### src/rtl/cke_pwr_pkg.sv
package cke_pwr_pkg;

    typedef enum logic [1:0] {
        MODE_ACT = 2'b00,
        MODE_PPD = 2'b01,
        MODE_APD = 2'b10,
        MODE_SR  = 2'b11
    } pwr_mode_e;

    typedef enum logic [2:0] {
        ST_ACT,
        ST_PPD,
        ST_APD,
        ST_SR,
        ST_EXIT
    } pwr_state_e;

    typedef struct packed {
        pwr_state_e state;
        pwr_mode_e  mode;
        logic       cke;
        logic       cmd_ref;
        logic       cmd_nop;
        logic       ready;
        logic       hold_pd;
        logic       hold_sr;
    } pwr_ctl_t;

endpackage

### src/rtl/cke_exit_timer.sv
module cke_exit_timer #(
    parameter int CW = 8
) (
    input  logic          clk,
    input  logic          rst_n,
    input  logic          load,
    input  logic [CW-1:0] len,
    output logic          last
);
    logic [CW-1:0] cnt_d, cnt_q;

    always_comb begin
        cnt_d = cnt_q;
        if (load)
            cnt_d = len;
        else if (cnt_q != '0)
            cnt_d = cnt_q - 1'b1;
    end

    always_ff @(posedge clk) begin
        if (!rst_n) cnt_q <= '0;
        else        cnt_q <= cnt_d;
    end

    assign last = (cnt_q == CW'(1));

    // a zero-length recovery would never release the exit state
    assert_len_nonzero_R7: assert property (@(posedge clk) disable iff (!rst_n)
        load |-> (len != '0));

    // once the last count is seen the counter is empty next cycle
    assert_last_drains_R8: assert property (@(posedge clk) disable iff (!rst_n)
        (last && !load) |=> (cnt_q == '0));
endmodule

### src/rtl/cke_refresh_timer.sv
module cke_refresh_timer #(
    parameter int PERIOD = 3120
) (
    input  logic clk,
    input  logic rst_n,
    output logic due
);
    localparam int TW = (PERIOD > 1) ? $clog2(PERIOD) : 1;

    logic [TW-1:0] cnt_d, cnt_q;
    logic          due_d, due_q;

    always_comb begin
        due_d = (cnt_q == TW'(PERIOD - 1));
        cnt_d = due_d ? '0 : cnt_q + 1'b1;
    end

    always_ff @(posedge clk) begin
        if (!rst_n) begin
            cnt_q <= '0;
            due_q <= 1'b0;
        end else begin
            cnt_q <= cnt_d;
            due_q <= due_d;
        end
    end

    assign due = due_q;

    // the pulse lasts one cycle
    assert_due_single_R9: assert property (@(posedge clk) disable iff (!rst_n)
        due_q |=> !due_q);
endmodule

### src/rtl/cke_pwr_ctrl.sv
module cke_pwr_ctrl
    import cke_pwr_pkg::*;
#(
    parameter int CLK_PERIOD_PS   = 2500,
    parameter int REF_INTERVAL_PS = 7800000,
    parameter int PD_EXIT_CYCLES  = 3,
    parameter int SR_EXIT_CYCLES  = 200
) (
    input  logic       clk,
    input  logic       rst_n,
    input  logic       pd_req,
    input  logic       sr_req,
    input  logic       wake_req,
    input  logic       bank_open,
    input  logic       burst_busy,
    output logic       cke,
    output logic       cmd_ref,
    output logic       cmd_nop,
    output logic [1:0] mode,
    output logic       ready,
    output logic       ref_due
);
    localparam int REF_CYCLES = REF_INTERVAL_PS / CLK_PERIOD_PS;
    localparam int MAX_EXIT   = (SR_EXIT_CYCLES > PD_EXIT_CYCLES) ? SR_EXIT_CYCLES : PD_EXIT_CYCLES;
    localparam int EW         = $clog2(MAX_EXIT + 1);

    pwr_ctl_t      d, q;
    logic          exit_load;
    logic [EW-1:0] exit_len;
    logic          exit_last;
    logic          want_sr, want_pd;

    cke_exit_timer #(.CW(EW)) u_exit (
        .clk  (clk),
        .rst_n(rst_n),
        .load (exit_load),
        .len  (exit_len),
        .last (exit_last)
    );

    cke_refresh_timer #(.PERIOD(REF_CYCLES)) u_ref (
        .clk  (clk),
        .rst_n(rst_n),
        .due  (ref_due)
    );

    always_comb begin
        d         = q;
        d.cmd_ref = 1'b0;
        exit_load = 1'b0;
        exit_len  = EW'(PD_EXIT_CYCLES);
        want_sr   = sr_req | q.hold_sr;
        want_pd   = pd_req | q.hold_pd;
        case (q.state)
            ST_ACT: begin
                if (burst_busy) begin
                    d.hold_sr = want_sr;
                    d.hold_pd = want_pd;
                end else begin
                    d.hold_sr = 1'b0;
                    d.hold_pd = 1'b0;
                    if (want_sr && !bank_open) begin
                        d.state   = ST_SR;
                        d.mode    = MODE_SR;
                        d.cke     = 1'b0;
                        d.cmd_ref = 1'b1;
                        d.ready   = 1'b0;
                    end else if (want_pd) begin
                        d.state   = bank_open ? ST_APD : ST_PPD;
                        d.mode    = bank_open ? MODE_APD : MODE_PPD;
                        d.cke     = 1'b0;
                        d.ready   = 1'b0;
                    end
                end
            end
            ST_PPD, ST_APD, ST_SR: begin
                if (wake_req) begin
                    exit_load = 1'b1;
                    exit_len  = (q.state == ST_SR) ? EW'(SR_EXIT_CYCLES) : EW'(PD_EXIT_CYCLES);
                    d.state   = ST_EXIT;
                    d.cke     = 1'b1;
                    d.cmd_nop = 1'b1;
                end
            end
            ST_EXIT: begin
                if (exit_last) begin
                    d.state   = ST_ACT;
                    d.mode    = MODE_ACT;
                    d.cmd_nop = 1'b0;
                    d.ready   = 1'b1;
                end
            end
            default: d.state = ST_ACT;
        endcase
    end

    always_ff @(posedge clk) begin
        if (!rst_n) begin
            q.state   <= ST_ACT;
            q.mode    <= MODE_ACT;
            q.cke     <= 1'b1;
            q.cmd_ref <= 1'b0;
            q.cmd_nop <= 1'b0;
            q.ready   <= 1'b1;
            q.hold_pd <= 1'b0;
            q.hold_sr <= 1'b0;
        end else begin
            q <= d;
        end
    end

    assign cke     = q.cke;
    assign cmd_ref = q.cmd_ref;
    assign cmd_nop = q.cmd_nop;
    assign mode    = q.mode;
    assign ready   = q.ready;

    // the clock enable never falls while a burst is in flight
    assert_cke_held_in_burst_R6: assert property (@(posedge clk) disable iff (!rst_n)
        (burst_busy && cke) |=> cke);

    // the refresh strobe coincides with the falling clock enable
    assert_ref_with_cke_fall_R4: assert property (@(posedge clk) disable iff (!rst_n)
        cmd_ref |-> (!cke && $past(cke)));

    // self-refresh is only ever entered from an idle bank state
    assert_sr_only_idle_R4: assert property (@(posedge clk) disable iff (!rst_n)
        (mode == 2'b11 && $past(mode) != 2'b11) |-> !$past(bank_open));

    // ready implies normal operation with the clock enable high
    assert_ready_means_active_R7: assert property (@(posedge clk) disable iff (!rst_n)
        ready |-> (cke && mode == 2'b00 && !cmd_nop));

    // NOP recovery and refresh strobes never overlap
    assert_strobes_exclusive_R8: assert property (@(posedge clk) disable iff (!rst_n)
        !(cmd_nop && cmd_ref));
endmodule

### config.mk
export PLATFORM = sky130hd
export DESIGN_NAME = cke_pwr_ctrl
export DESIGN_NICKNAME = d
export VERILOG_FILES = /design/src/rtl/cke_pwr_pkg.sv /design/src/rtl/cke_exit_timer.sv /design/src/rtl/cke_refresh_timer.sv /design/src/rtl/cke_pwr_ctrl.sv
export SDC_FILE = /design/constraint.sdc
export NUM_CORES = 1
export LEC_CHECK = 0
export BUFFER_PORTS_ARGS = -buffer_cell sky130_fd_sc_hd__buf_4
export CAP_MARGIN = 20
export CORE_MARGIN = 8
export CORE_UTILIZATION = 61
export CTS_CLUSTER_DIAMETER = 80
export CTS_CLUSTER_SIZE = 30
export DETAILED_ROUTE_END_ITERATION = 10
export GPL_ROUTABILITY_DRIVEN = 0
export PLACE_DENSITY = 0.87
export REMOVE_ABC_BUFFERS = 1
export SYNTH_ARGS = -nofsm -noshare
export SYNTH_HDL_FRONTEND = slang
export SYNTH_SLANG_ARGS = --single-unit
### constraint.sdc
create_clock -name clk -period 2.7 [get_ports clk]
set_input_delay 0.27 -clock clk [delete_from_list [all_inputs] [get_ports clk]]
set_output_delay 0.27 -clock clk [all_outputs]
set_load 0.05 [all_outputs]
==> results of run 1 <==
[layout make-up]
cell class,count,area (sq um),share of cell area [%]
Sequential cell,32,641,39.7
Multi-Input combinational cell,118,753,46.7
Timing Repair Buffer,13,97.6,6.05
Inverter,7,26.3,1.63
Clock inverter,2,10.0,0.620
Tap cell,28,35.0,2.17
Clock buffer,6,51.3,3.18
[cell usage after synthesis, types with 2 or more instances]
master	count
buf_4	2
nor2_1	18
nor3_1	4
o21ai_0	6
xnor2_1	4
or3_1	2
nand4_1	3
buf_2	2
nand3_1	7
o31ai_1	2
xor2_1	8
or2_2	4
nand2_1	13
and3_1	5
inv_1	6
a21oi_1	12
and2_1	2
and4_1	2
ha_1	4
clkbuf_1	4
nand2b_1	2
dfxtp_1	32
[metal layers]
layer	GRT usage, %	vias up
li1	-	592
met1	14.6	561
met2	23.9	22
met3	4.12	8
met4	8.72	0
met5	0	-
[power by group through the flow]
stage                     Sequential, mW  Clock [mW]  Combinational, mW
final                              0.641       0.288              0.543
after global routing               0.653       0.310              0.599
after CTS                          0.640       0.292              0.547
after detailed placement           0.652           0              0.542
after global placement             0.647           0              0.524
after floorplan                    0.679           0              0.396
[sequential cells by signal, summed over array words and instances (netlist names)]
| signal | flops |
|---|---|
| u_exit.cnt_q | 8 |
| q | 5 |
| cmd_ref | 1 |
| cmd_nop | 1 |
| ready | 1 |
| mode | 2 |
| u_ref.due | 1 |
| cke | 1 |
| u_ref.cnt_q | 12 |
[through the flow]
step | total power [mW] | instance area (sq um) | hold slack (ns)
floorplan | 1.07 | 1420 | 0.359
global placement | 1.17 | 1550 | 0.440
detailed placement | 1.19 | 1550 | 0.446
CTS | 1.48 | 1610 | 0.163
global route | 1.56 | 1610 | 0.164
finish | 1.47 | 1610 | 0.170
[cell families (layout without fill, tap and decap cells)]
group,after synthesis,after routing,share of synthesized area [%]
XOR/XNOR,12,12,7.20
AND/OR/NAND/NOR,70,70,26.6
adder cells (fa/ha/maj),4,4,3.43
multiplexers,2,2,1.46
flip-flops,32,32,43.9
buffers and inverters,15,28,4.54
AO/OA/AOI/OAI,30,30,12.9
[worst paths after layout]
path / from / to / slack [ns] / cells past startpoint
hold reg to reg: cke$_SDFFE_PN1P_ / cke$_SDFFE_PN1P_ / 0.47 / 1
hold / removal: bank_open / mode[0]$_SDFFE_PN0P_ / 0.17 / 2
setup reg to reg: q[10]$_SDFFE_PN0P_ / mode[1]$_SDFFE_PN0P_ / 1.10 / 4
setup / recovery: q[10]$_SDFFE_PN0P_ / mode[1]$_SDFFE_PN0P_ / 1.10 / 4
==> reports/qor.txt, run 1 <==
Worst setup EP type -> flop
post-synthesis sequential area ratio -> 43.9%
leading cell type in the layout, fill and taps excluded -> dfxtp_1
Die Span Y -> 64.9 microns
final non-filler cell total -> 206
initial antenna violation count -> 0
setup violators final -> 0
via count -> 1183
commonest non-fill, non-tap cells in the layout -> 32 x dfxtp_1, 18 x nor2_1, 13 x nand2_1, 13 x buf_4, 12 x a21oi_1
first-pass GRT wire length -> 4660 microns
WS Path Type -> reg -> reg
die area -> 4220 sq um
met3 routed WL -> 89 microns
slowest CP cell -> dfxtp_1
WL met2 -> 1400 microns
DR WL/cell -> 13.5 microns
Syn Inst Count -> 165
Initial Util -> 65.4%
Area growth syn-to-layout -> 10.5%
CTS sink count -> 32
status -> finished, final reports clean
grt total ovfl -> 0
cell count after placement -> 198
post-CTS sizing -> 0
H-tree depth -> 2
WL final -> 2780 microns
PwrDens -> 912 nW/um^2
fillers -> 172
largest area contributor in the netlist -> dfxtp_1
hold_buf cts -> 0
DRC -> 0
postcts setup bufs -> 0
Avg Vias per Cell -> 5.74
Die X -> 64.9 microns
Static Leakage -> 0.672 nW
Slew Limit Fails -> 0
Worst Path Arrival -> 1.86 ns
Post-synth EDFFs -> 0
Synth Cell Area -> 1460 sq um
Clock Pin Slew Worst Setup and Hold Paths -> 0.10 ns
uppermost layer routed -> met4
P_int -> 0.920 mW
clk_skew -> 0.00377 ns
IO Port Bufs -> 13
combinational share of power -> 36.9%
Max Cap Viol -> 0
vias in the first global route -> 1120
worst path cell trace -> nor4_2, o21ai_1, or2_2, o22ai_1
Post-Place Setup Slack -> 1.14 ns
layout cells sized above 1 -> 17.4%
Startpoint Class -> flop
normalized max-slew margin -> 74.6%
Max FO, Critical Path -> 11
share of the synthesized area in the top cell type -> 43.9%
ANT cells -> 0
Switch Pwr -> 0.552 mW
Final Hold Viols -> 0
TritonRoute pass-1 iters -> 4
synth unique cells -> 43
synthesized area per cell -> 8.85 sq um
switching fraction of total power -> 37.5%
maximum VDD drop -> 0.621 mV
Total GRT Usage -> 13.9%
flops & latches, synth -> 32
Final nets -> 188
Max Root-Sink Buffers -> 2
Crit path largest cell delay -> 0.41 ns
setup TNS -> 0 ns
Final Core Density -> 72.3%
Seq pwr share -> 43.5%
Yosys warnings -> 0
Synth async-reset ratio -> 0%
DR iter-0 viols -> 52
TritonCTS buffer count -> 5
critical path's top delay family -> simple AND/OR/NAND/NOR gates
Least-Margin Pin Slew -> 0.381 ns
Synth Flop Type -> dfxtp_1
buffers and inverters on the worst path -> 0
Site Rows -> 17
CTS tree -> yes
RSZ-0062 raised after global routing -> false
hpwl dp -> 2050 microns
Worst EP required -> 2.96 ns
largest net degree at the start of global routing -> 13
Post-Route M1 WL -> 1230 microns
core area -> 2230 sq um
Worst-Skew Late Latency -> 0.33 ns
largest cells by area after synthesis -> dfxtp_1 44%, xor2_1 4.8%, nor2_1 4.6%
io pins -> 14
FMAX -> 624 MHz
crit path time final -> 1.60 ns
Post-DRT Antenna Nets -> 0
Tcrit/Tclk final -> 59.3%
Tightest Hold Check Type -> in -> reg
Clk pwr share -> 19.6%
Final WS setup -> 1.10 ns
Root Buffer -> clkbuf_4
(Power assumes the default switching activity.)
==> run 2, diff against run 1 <==
--- a/config.mk
+++ b/config.mk
@@ -8,12 +8,12 @@
 export BUFFER_PORTS_ARGS = -buffer_cell sky130_fd_sc_hd__buf_4
 export CAP_MARGIN = 20
 export CORE_MARGIN = 8
-export CORE_UTILIZATION = 61
+export CORE_UTILIZATION = 57
 export CTS_CLUSTER_DIAMETER = 80
 export CTS_CLUSTER_SIZE = 30
 export DETAILED_ROUTE_END_ITERATION = 10
 export GPL_ROUTABILITY_DRIVEN = 0
-export PLACE_DENSITY = 0.87
+export PLACE_DENSITY = 0.82
 export REMOVE_ABC_BUFFERS = 1
 export SYNTH_ARGS = -nofsm -noshare
 export SYNTH_HDL_FRONTEND = slang
==> constraint.sdc (replaced) <==
create_clock -name clk -period 1.7 [get_ports clk]
set_input_delay 0.17 -clock clk [delete_from_list [all_inputs] [get_ports clk]]
set_output_delay 0.17 -clock clk [all_outputs]
set_load 0.05 [all_outputs]
==> reports/qor.txt, run 2 (same netlist as run 1, synthesis figures left out) <==
status -> finished, final reports clean
setup violators final -> 0 (unchanged)
Site Rows -> 18 (+1)
DRC -> 0 (unchanged)
Avg Vias per Cell -> 5.70 (-0.69%)
Total GRT Usage -> 14.2% (+0.32 points)
TritonCTS buffer count -> 5 (unchanged)
leading cell type in the layout, fill and taps excluded -> dfxtp_1
DR WL/cell -> 13.9 microns (+3.0%)
biggest registers after layout -> u_ref.cnt_q (12), u_exit.cnt_q (8), q (5)
P_int -> 1.47 mW (+59%)
via count -> 1192 (+0.76%)
clk_skew -> 0.0116 ns (+0.00781 ns)
TritonRoute pass-1 iters -> 4 (unchanged)
Least-Margin Pin Slew -> 0.369 ns (-0.0120 ns)
H-tree depth -> 2 (unchanged)
largest net degree at the start of global routing -> 13 (unchanged)
WS Path Type -> reg -> reg
Die X -> 66.6 microns (+2.6%)
Static Leakage -> 0.678 nW (+0.79%)
maximum VDD drop -> 1.11 mV (+78%)
ANT cells -> 0 (unchanged)
vias in the first global route -> 1114 (-0.54%)
switching fraction of total power -> 37.8% (+0.32 points)
Max Cap Viol -> 0 (unchanged)
core area -> 2450 sq um (+9.9%)
Tcrit/Tclk final -> 91.9% (+33 points)
Post-DRT Antenna Nets -> 0 (unchanged)
Final nets -> 189 (+0.53%)
cell count after placement -> 201 (+1.5%)
Slew Limit Fails -> 0 (unchanged)
combinational share of power -> 37.4% (+0.5 points)
RSZ-0062 raised after global routing -> false
hpwl dp -> 2070 microns (+0.96%)
DR iter-0 viols -> 68 (+31%)
Clock Pin Slew Worst Setup and Hold Paths -> 0.10 ns (about the same)
FMAX -> 640 MHz (+2.6%)
max reg flops -> 12 (unchanged)
normalized max-slew margin -> 75.2% (+0.62 points)
Final Core Density -> 66.4% (-5.9 points)
Top reg by flops -> u_ref.cnt_q
Final WS setup -> 0.138 ns (-0.960 ns)
Post-Place Setup Slack -> 0.133 ns (-1.01 ns)
Worst Path Arrival -> 1.78 ns (-0.08 ns)
Area growth syn-to-layout -> 11.7%
WL final -> 2910 microns (+4.5%)
final instance area -> 1630 sq um (+1.0%)
grt total ovfl -> 0 (unchanged)
IO Port Bufs -> 13 (unchanged)
layout cells sized above 1 -> 19.0% (+1.6 points)
fillers -> 209 (+22%)
placed cell areas -> 1560 sq um (+0.64%)
Seq pwr share -> 43.1% (-0.4 points)
die area -> 4440 sq um (+5.3%)
Final Hold Viols -> 0 (unchanged)
Die Span Y -> 66.6 microns (+2.6%)
Root Buffer -> clkbuf_4
first-pass GRT wire length -> 4820 microns (+3.3%)
Worst setup EP type -> flop
initial antenna violation count -> 0 (unchanged)
commonest non-fill, non-tap cells in the layout -> 32 x dfxtp_1, 18 x nor2_1, 14 x buf_4, 13 x nand2_1, 11 x a21oi_1
postcts setup bufs -> 0 (unchanged)
setup TNS -> 0 ns (unchanged)
hold slack -> 0.0581 ns (-0.111 ns)
CTS tree -> yes
total power -> 2.36 mW (+60%)
CTS sink count -> 32 (unchanged)
Clk pwr share -> 19.5% (about the same)
Tightest Hold Check Type -> in -> reg
final non-filler cell total -> 209 (+1.5%)
Worst EP required -> 1.92 ns (-1.04 ns)
crit path time final -> 1.56 ns (-0.0404 ns)
Max Root-Sink Buffers -> 2 (unchanged)
Startpoint Class -> flop
Worst-Skew Late Latency -> 0.34 ns (about the same)
Switch Pwr -> 0.891 mW (+62%)
Initial Util -> 59.5% (-5.9 points)
Max FO, Critical Path -> 5 (-6)
io pins -> 14 (unchanged)
PwrDens -> 1450 nW/um^2 (+59%)
[run 2: changes by cell type in the layout (fill, tap and decap cells not counted), sizes merged]
cell	change
buf	+1
[run 2: power by group through the flow]
stage,clock network (mW),registers (mW),logic (mW)
after floorplan,0,1.08,0.629
after global placement,0,1.02,0.844
after detailed placement,0,1.03,0.866
after CTS,0.471,1.02,0.875
after global routing,0.499,1.04,0.977
final,0.459,1.02,0.883
[run 2: worst paths after layout]
check | startpoint | end | slack, ns | depth (start not counted)
max | u_exit.cnt_q[2]$_SDFFE_PN0P_ | mode[0]$_SDFFE_PN0P_ | 0.14 | 4
min | bank_open | mode[0]$_SDFFE_PN0P_ | 0.06 | 2
max reg2reg | u_exit.cnt_q[2]$_SDFFE_PN0P_ | mode[0]$_SDFFE_PN0P_ | 0.14 | 4
min reg2reg | mode[1]$_SDFFE_PN0P_ | mode[1]$_SDFFE_PN0P_ | 0.47 | 2
[run 2: area by class of cell]
type	count	area, sq um	share of cell area [%]
multi-input combinational	118	759	46.6
timing repair buffer	14	105	6.45
tap	30	37.5	2.30
inverter	7	26.3	1.61
clock buffer	6	51.3	3.15
clock inverter	2	10.0	0.614
sequential	32	641	39.3
[run 2: what timing repair did]
action	4_1_cts	5_1_grt
endpoints found under the setup margin	0	2
resized for setup	0	2
hold buffers	0	0
[run 2: worst max-delay path: stages, from the launching register on]
cell and delay [ns]:
dfxtp_1 0.39, nor4_4 0.43, nand4_1 0.20, a21oi_2 0.28, o32ai_1 0.13
[run 2: metal layers]
metal,track usage (%),vias up,wire (microns)
li1,-,596,-
met1,15.9,564,1290
met2,22.8,24,1440
met3,4.03,8,116
met4,9.60,0,61
met5,0,-,0
